===== config.mk =====
export PLATFORM = sky130hd
export DESIGN_NAME = msi_redirect_xlate
export DESIGN_NICKNAME = d
export VERILOG_FILES = /design/src/rtl/msi_xlate_pkg.sv /design/src/rtl/msi_field_decode.sv /design/src/rtl/lowprio_pick.sv /design/src/rtl/msg_stage.sv /design/src/rtl/msi_redirect_xlate.sv
export SDC_FILE = /design/constraint.sdc
export NUM_CORES = 1
export LEC_CHECK = 0
export BUFFER_PORTS_ARGS = -buffer_cell sky130_fd_sc_hd__buf_2
export CAP_MARGIN = 20
export CORE_ASPECT_RATIO = 0.5
export CORE_UTILIZATION = 45
export CTS_BUF_LIST = sky130_fd_sc_hd__clkbuf_16
export DETAILED_ROUTE_END_ITERATION = 10
export PLACE_DENSITY = 0.8
export SYNTH_ARGS = -nofsm -noshare
export SYNTH_HDL_FRONTEND = slang
export SYNTH_SLANG_ARGS = --single-unit

===== constraint.sdc =====
create_clock -name clk -period 12.4 [get_ports clk]
set_input_delay 0 -clock clk [delete_from_list [all_inputs] [get_ports clk]]
set_output_delay 0 -clock clk [all_outputs]
set_load 0.03 [all_outputs]

===== src/rtl/msi_xlate_pkg.sv =====
// Shared widths and message types for the interrupt redirection translator.
// Assumes an 8-slot system, so the destination mask width equals the slot count.
package msi_xlate_pkg;
    localparam int ADDR_W = 32;
    localparam int DATA_W = 32;
    localparam int DEST_W = 8;
    localparam int VEC_W  = 8;

    // Fields taken from one incoming interrupt write
    typedef struct packed {
        logic [DEST_W-1:0] dest;
        logic              logical;
        logic              hint;
        logic [VEC_W-1:0]  vector;
    } msi_fields_t;

    // Message as driven onto the system bus
    typedef struct packed {
        logic [DEST_W-1:0] dest;
        logic              logical;
        logic [VEC_W-1:0]  vector;
    } irq_msg_t;
endpackage


===== src/rtl/msi_field_decode.sv =====
// Splits an interrupt write into destination, mode flag, hint flag and vector.
// Assumes the field positions are given by the parameters; other bits are ignored.
module msi_field_decode
    import msi_xlate_pkg::*;
#(
    parameter int DEST_LSB = 12,
    parameter int DM_BIT   = 2,
    parameter int RH_BIT   = 3
) (
    input  logic [ADDR_W-1:0] addr,
    input  logic [DATA_W-1:0] data,
    output msi_fields_t       fields
);
    logic unused_bits;

    // Field extraction from the write address and the write data
    always_comb begin
        fields.dest    = addr[DEST_LSB +: DEST_W];
        fields.logical = addr[DM_BIT];
        fields.hint    = addr[RH_BIT];
        fields.vector  = data[VEC_W-1:0];
    end

    assign unused_bits = ^{addr, data};
endmodule


===== src/rtl/lowprio_pick.sv =====
// Chooses one requester out of a mask: the lowest priority value wins and
// ties go to the lowest index. Assumes that smaller numbers mean lower priority.
module lowprio_pick #(
    parameter int N  = 8,
    parameter int PW = 4,
    localparam int IDX_W = (N > 1) ? $clog2(N) : 1
) (
    input  logic [N-1:0]    req,
    input  logic [N*PW-1:0] prio_flat,
    output logic [N-1:0]    grant,
    output logic            none
);
    logic [PW-1:0]    prio [N];
    logic [PW-1:0]    best_p;
    logic [IDX_W-1:0] best_i;
    logic             found;

    // Unpack the flat priority vector, one slice per slot
    for (genvar g = 0; g < N; g++) begin : g_unpack
        assign prio[g] = prio_flat[g*PW +: PW];
    end

    // Scan upward; a strict compare keeps the earliest of equal minima
    always_comb begin
        found  = 1'b0;
        best_p = '1;
        best_i = '0;
        for (int i = 0; i < N; i++) begin
            if (req[i] && (!found || prio[i] < best_p)) begin
                found  = 1'b1;
                best_p = prio[i];
                best_i = IDX_W'(i);
            end
        end
    end

    // One-hot grant from the winning index
    always_comb begin
        grant         = '0;
        grant[best_i] = found;
        none          = !found;
    end
endmodule


===== src/rtl/msg_stage.sv =====
// Single output register holding one message until the consumer accepts it.
// Assumes load is only asserted while the stage is empty.
module msg_stage
    import msi_xlate_pkg::*;
(
    input  logic     clk,
    input  logic     rst_n,
    input  logic     load,
    input  irq_msg_t next_msg,
    input  logic     next_err,
    input  logic     drain,
    output logic     valid,
    output irq_msg_t msg,
    output logic     err
);
    // Occupancy flag: set on load, cleared when the consumer takes the message
    always_ff @(posedge clk) begin
        if (!rst_n)             valid <= 1'b0;
        else if (load)          valid <= 1'b1;
        else if (valid && drain) valid <= 1'b0;
    end

    // Message payload, captured only on load
    always_ff @(posedge clk) begin
        if (!rst_n)    msg <= '0;
        else if (load) msg <= next_msg;
    end

    // Error flag lasts only the first cycle of the loaded message
    always_ff @(posedge clk) begin
        if (!rst_n) err <= 1'b0;
        else        err <= load && next_err;
    end
endmodule


===== src/rtl/msi_redirect_xlate.sv =====
// Turns an interrupt write into a system-bus interrupt message. A set hint in
// logical mode narrows the destination to the lowest-priority named slot.
// Assumes that cpu_prio is valid in the cycle a write is accepted.
module msi_redirect_xlate
    import msi_xlate_pkg::*;
#(
    parameter int PRIO_W   = 4,
    parameter int DEST_LSB = 12,
    parameter int DM_BIT   = 2,
    parameter int RH_BIT   = 3
) (
    input  logic                     clk,
    input  logic                     rst_n,
    input  logic                     in_valid,
    output logic                     in_ready,
    input  logic [ADDR_W-1:0]        in_addr,
    input  logic [DATA_W-1:0]        in_data,
    input  logic [DEST_W*PRIO_W-1:0] cpu_prio,
    output logic                     out_valid,
    input  logic                     out_ready,
    output logic [DEST_W-1:0]        out_dest,
    output logic                     out_logical,
    output logic [VEC_W-1:0]         out_vector,
    output logic                     err_no_target
);
    msi_fields_t       f;
    logic [DEST_W-1:0] grant;
    logic              none;
    logic              redirect;
    logic              load;
    irq_msg_t          next_msg;
    irq_msg_t          held;

    msi_field_decode #(.DEST_LSB(DEST_LSB), .DM_BIT(DM_BIT), .RH_BIT(RH_BIT)) u_dec (
        .addr   (in_addr),
        .data   (in_data),
        .fields (f)
    );

    lowprio_pick #(.N(DEST_W), .PW(PRIO_W)) u_pick (
        .req       (f.dest),
        .prio_flat (cpu_prio),
        .grant     (grant),
        .none      (none)
    );

    // Accept only into an empty stage; build the outgoing message
    always_comb begin
        in_ready         = !out_valid;
        load             = in_valid && in_ready;
        redirect         = f.hint && f.logical;
        next_msg.dest    = redirect ? grant : f.dest;
        next_msg.logical = f.logical;
        next_msg.vector  = f.vector;
    end

    msg_stage u_stage (
        .clk      (clk),
        .rst_n    (rst_n),
        .load     (load),
        .next_msg (next_msg),
        .next_err (redirect && none),
        .drain    (out_ready),
        .valid    (out_valid),
        .msg      (held),
        .err      (err_no_target)
    );

    // Drive the bus-side fields from the held message
    always_comb begin
        out_dest    = held.dest;
        out_logical = held.logical;
        out_vector  = held.vector;
    end
endmodule


# Word level (Yosys, flattened, before mapping)
# Index checks and enable logic that the tools add are counted.
# totals
ff_bits	19
input_bits	100
output_inout_bits	20
wordCells	72
# classes
n_lt_le_gt_ge	9
mux	27
bitwise	1
reduce_logical	30
# ops
op	count
less-than comparator 4 bit	7
two-way mux 4 bit	7
logical AND 1 bit	13
two-way mux 1 bit	12
two-way mux 3 bit	4
logical NOT 1 bit	9
AND 8 bit	1
two-way mux 8 bit	1
logical OR 1 bit	7
less-than comparator 3 x 4 -> 1 bit, second input constant	1
two-way mux 2 bit	2
demux 1 bit (select 3 bit)	1
greater-or-equal comparator 3 x 1 -> 1 bit, second input constant	1
nonzero test 2 bit	1

# Logic depth before layout (Yosys ltp)
# logic_depth
ltp_word	35
mapped_depth	58
depth_no_buf	54

# Cells and area by module
# From an unflattened synthesis, not the netlist that was laid out.
# hier_totals
cells_unflattened	318
hier_area_um2	2506.2
# by_module_without_submodules
mod	n_inst	cells_each	area_each_um2	seq_area_each_um2
lowprio_pick	1	229	1544.0	0.0
msg_stage	1	59	713.2	380.4
msi_field_decode	1	18	135.1	0.0
msi_redirect_xlate	1	12	113.9	0.0

# Least setup slack after synthesis
# No wires, ideal clock.
# synth_path
path_type	input-to-reg
startpoint	input in_addr[12]
endpoint	register u_stage.msg[12] (netlist name)
setup_ns	0.058
t_arrival_ns	9.840
required_ns	12.342
setup_slack_ns	2.502
stages	51
n_path_buf	4
cell_sequence	clkbuf_1 -> nor2b_1 -> ha_1 -> and3_1 -> buf_2 -> a31o_1 -> buf_6 -> a21oi_1 -> inv_1 -> ha_1 -> o21a_1 -> nand3_1 -> a221oi_1 -> or3_4 -> nor2_1 -> o21ai_0 -> inv_1 -> ha_1 -> [15 not listed] -> mux2i_1 -> nor3_1 -> a21oi_1 -> ha_1 -> and3_1 -> a21o_1 -> nor2_1 -> nand2_1 -> nor4_1 -> a211oi_2 -> mux2_1 -> ha_1 -> o21a_1 -> o21ai_0 -> a21o_1 -> nor4b_1 -> nor4b_1 -> o21ba_1
# synth_between
elab_chain_len	35
word_cells_on_any_way	57
cone_classes	order compare (9); mux (25); bitwise (1); reduce/logical (22)
# synth_rtl
element	line_no	text
from (decl)	msi_redirect_xlate.sv:16	input logic [ADDR_W-1:0] in_addr,
two-way mux 4 bit / two-way mux 1 bit (equally long branches)	lowprio_pick.sv:29	if (req[i] && (!found || prio[i] < best_p)) begin
less-than comparator 4 bit / logical NOT 1 bit (equally long branches)	lowprio_pick.sv:29	
logical OR 1 bit	lowprio_pick.sv:29	
logical AND 1 bit	lowprio_pick.sv:29	
two-way mux 4 bit / two-way mux 1 bit (equally long branches)	lowprio_pick.sv:29	
less-than comparator 4 bit / logical NOT 1 bit (equally long branches)	lowprio_pick.sv:29	
logical OR 1 bit	lowprio_pick.sv:29	
logical AND 1 bit	lowprio_pick.sv:29	
[19 not listed]	-	
logical AND 1 bit	lowprio_pick.sv:29	
two-way mux 3 bit	lowprio_pick.sv:29	
less-than comparator 3 x 4 -> 1 bit (implied by the code) / greater-or-equal comparator 3 x 1 -> 1 bit (equally long branches)	lowprio_pick.sv:40	grant[best_i] = found;
logical AND 1 bit (implied by the code)	lowprio_pick.sv:40	
two-way mux 1 bit (implied by the code)	lowprio_pick.sv:40	
demux 1 bit (select 3 bit)	-	
AND 8 bit (no line) (*)	-	
two-way mux 8 bit (*)	msi_redirect_xlate.sv:52	next_msg.dest = redirect ? grant : f.dest;
to (signal assigned)	msg_stage.sv:26	else if (load) msg <= next_msg;
to (decl)	msg_stage.sv:13	output irq_msg_t msg,
# Every way passes the cells marked *; elsewhere a longest branch is shown, timed or not.
# A chain may end at the register's enable or synchronous reset.

# Worst setup path in the final report
# Same ends and word-level chain as after synthesis.

==> flow_summary.ini <==
[run_status]
status = finished, violations left
violations = negative hold slack

[sta]
timing.slew.headroom = 0.476
fmax_mhz = 87.0
clock_skew_ns = 0.00409
setup_viol = 0
fin_worst_hold_slack_ns = -0.00233
layout_worst_path_cycle_share = 0.927
max_slew.worst_pin.slew_ns = 0.771
number_of_failing_hold_endpoints_at_the_final_stage = 1
final.min_clock_period_ns = 11.50
grt_setup_unrepaired = false
fin_tns_setup_ns = 0
slew_violations = 0

[setup_path]
timing.critical_path.from = in_addr[12]
path_class = in -> reg
regToRegEndpoint = u_stage.msg[12]
worst_setup_path_start_kind = input port
worstReg2RegStart = u_stage.valid
critPathMostFrequentCell = ha_1
crit_slowest_cell = mux2i_2
crit_path_end_kind = register
largest_fanout_on_the_critical_path = 14
cpLargestDelayFamily = compound AO/OA/AOI/OAI gates
cp_data_required_time_ns = 12.59
reg2reg_depth = 4
reg2reg_setup_slack_ns = 10.96
path_buf_inv = 5
wp_data_arrival_ns = 11.69
critical-path-max-stage-delay_ns = 0.63

[cells_and_area]
layout-drive-gt1-share = 0.259
stdcell_area_um2 = 2810
antenna_cells = 0
net_count_final = 494
syn2layout_area_growth_pct = 21.0
post-route-util = 0.567

[clock_network]
ctsLongestPathBuffers = 2
insertion_delay_ns = 0.25
post-cts-setup-buffers = 0
clockRootBuffer = clkbuf_16
tritoncts.num_buffers = 3
number_of_clock_sinks = 19
tritoncts_clock_tree = done
path_clk_slew_ns = 0.06
cts_htree_levels = 1

[die]
die-height_um = 52.8
io_pins = 120
core_area_um2 = 4950
initial_utilization = 0.469
number_of_cell_rows = 18
dieWidth_um = 104
design.die.area_um2 = 5470

[yosys]
synth_ff_type = dfxtp_1
yosysTopAreaCellShare = 0.164
post_synth_net_total = 428
synth_enable_flop_cells = 0
synth.area.top_cells = dfxtp_1 (16%), nand2_1 (7.4%), ha_1 (5.9%)
postSynthRegisterBits = 19
post-synth-top-area-cell = dfxtp_1
syn-mean-instance-area_um2 = 7.33
yosys_warnings = 0
synth_seq_area_share = 0.164
synth_cell_types = 75
postSynth.asyncResetShare = 0
postSynthCellCount = 317
syn_area_um2 = 2320

[hold_path]
worst_min_path_start = in_data[3]
timing.hold.worst.class = in -> reg
holdPathEnd = u_stage.msg[3]
worst_hold_path_stage_count = 3

[routing]
post_drt_via_cell_ratio = 5.99
drtIter0Drc = 173
total_number_of_vias = 2708
post_drt_wl_per_cell_um = 14.5
post-route-drc-count = 0
routed_antenna_nets = 0
wl_mm = 6.55
drt_pass1_iterations = 5

[flow_run]
max-cap-violations = 0

[pwr]
leakage_nw = 1.27
ir_worst_vdd_mv = 0.0805
p_per_area_nw_per_um2 = 105
fin_total_pwr_w = 0.000294

[global_routing]
gr-usage-all-layers = 0.232
overflow = 0
grt_pass1_wl_mm = 10.6
grt_max_degree = 20
antenna_found_initial = 0
grt_pass1_vias = 2479

[placed_design]
place.detailed.hpwl_mm = 5.13
dp_area_um2 = 2720
gp_congestion = 0.983
placement.io_buffers = 73
-- per-layer routing --
| metal | up-vias | track usage | routed length, µm |
|---|---|---|---|
| li1 | 1324 | - | - |
| met1 | 1271 | 0.289 | 2980 |
| met2 | 109 | 0.437 | 3200 |
| met3 | 4 | 0.0248 | 351 |
| met4 | 0 | 0.0604 | 21 |
| met5 | - | 0 | 0 |
-- worst max path at each step --
stage,end,slack [ns],cells after the start
floorplan,u_stage.msg[12],2.50,51
CTS,u_stage.msg[12],1.10,51
global route,u_stage.msg[13],0.13,51
global placement,u_stage.msg[12],1.22,51
finish,u_stage.msg[12],0.90,51
detailed placement,u_stage.msg[12],0.89,51
-- cell families (layout without fill, tap and decap cells) --
group                      after synthesis  count (layout)  share of synthesized area
and+or+nand+nor                        130             130                      0.297
AOI/OAI and AO/OA                      109             109                      0.351
buffers and inverters                   32              97                     0.0582
DFF                                     19              19                      0.164
adders and majority gates               12              12                     0.0636
muxes                                   10              10                     0.0474
xor gates and xnor gates                 5               5                     0.0189
-- layout make-up --
cell class	count	area, µm²
well taps	70	87.6
fillers	471	2140
repair buffers	75	383
flip-flops and latches	19	380
inverters	18	67.6
clock inverters	1	5.00
multi-input cells	266	1810
clock buffers	3	75.1
-- stage by stage --
stage / instances / worst slack [ns]
after global placement: 447 / 1.22
after floorplan: 317 / 2.50
after global routing: 452 / 0.129
after detailed placement: 447 / 0.894
after CTS: 452 / 1.10
final: 452 / 0.900
-- synth_stat cells (4+ instances only) --
cell and n:
a21boi_0 11, a21o_1 6, a21oi_1 17, a221oi_1 5, and2_1 4, and3_1 5, clkbuf_1 9, dfxtp_1 19
ha_1 11, inv_1 18, mux2i_1 4, nand2_1 46, nand2b_1 5, nand3_1 7, nand4b_1 4, nor2_1 18
nor2b_1 6, nor3_1 10, o21ai_0 21, o31ai_1 4
-- worst register-to-register path, cell delays in order, from the launching register on --
cell and delay, ns:
dfxtp_1 0.35, nor2b_1 0.43, buf_4 0.29, o21ai_0 0.09
o21ba_1 0.22
-- flip-flops by register name, summed over array words and instances (netlist names) --
signal,cells
u_stage.err,1
u_stage.msg,17
u_stage.valid,1
-- timing repair --
item	4_1_cts	5_1_grt
hold buffers	1	0
hold endpoints to repair	1	0
endpoints found under the setup margin	0	2
resized for setup	0	1
-- power breakdown --
group / leakage, nW / switching, W / internal (W) / total, W
registers: 0.157 / 0.00000229 / 0.0000656 / 0.0000679
clock network: 0.0409 / 0.0000223 / 0.0000432 / 0.0000655
logic: 1.07 / 0.0000973 / 0.0000634 / 0.000161
total: 1.27 / 0.000122 / 0.000172 / 0.000294
-- cell usage in the layout (no fill, tap or decap), types with 4 or more instances in the layout --
master | synthesis | final
o31ai_1 | 4 | 4
nor2b_1 | 6 | 6
inv_1 | 18 | 18
dfxtp_1 | 19 | 19
a21boi_0 | 11 | 11
nand2b_1 | 5 | 5
a21oi_1 | 17 | 17
nor2_1 | 18 | 18
nor3_1 | 10 | 9
o21ai_0 | 21 | 21
a21o_1 | 6 | 6
nand2_1 | 46 | 46
mux2i_1 | 4 | 4
nand3_1 | 7 | 7
nand4b_1 | 4 | 4
and2_1 | 4 | 4
a221oi_1 | 5 | 5
and3_1 | 5 | 5
buf_2 | 3 | 73
ha_1 | 11 | 11
No activity file was read; power rests on OpenSTA's default activity.
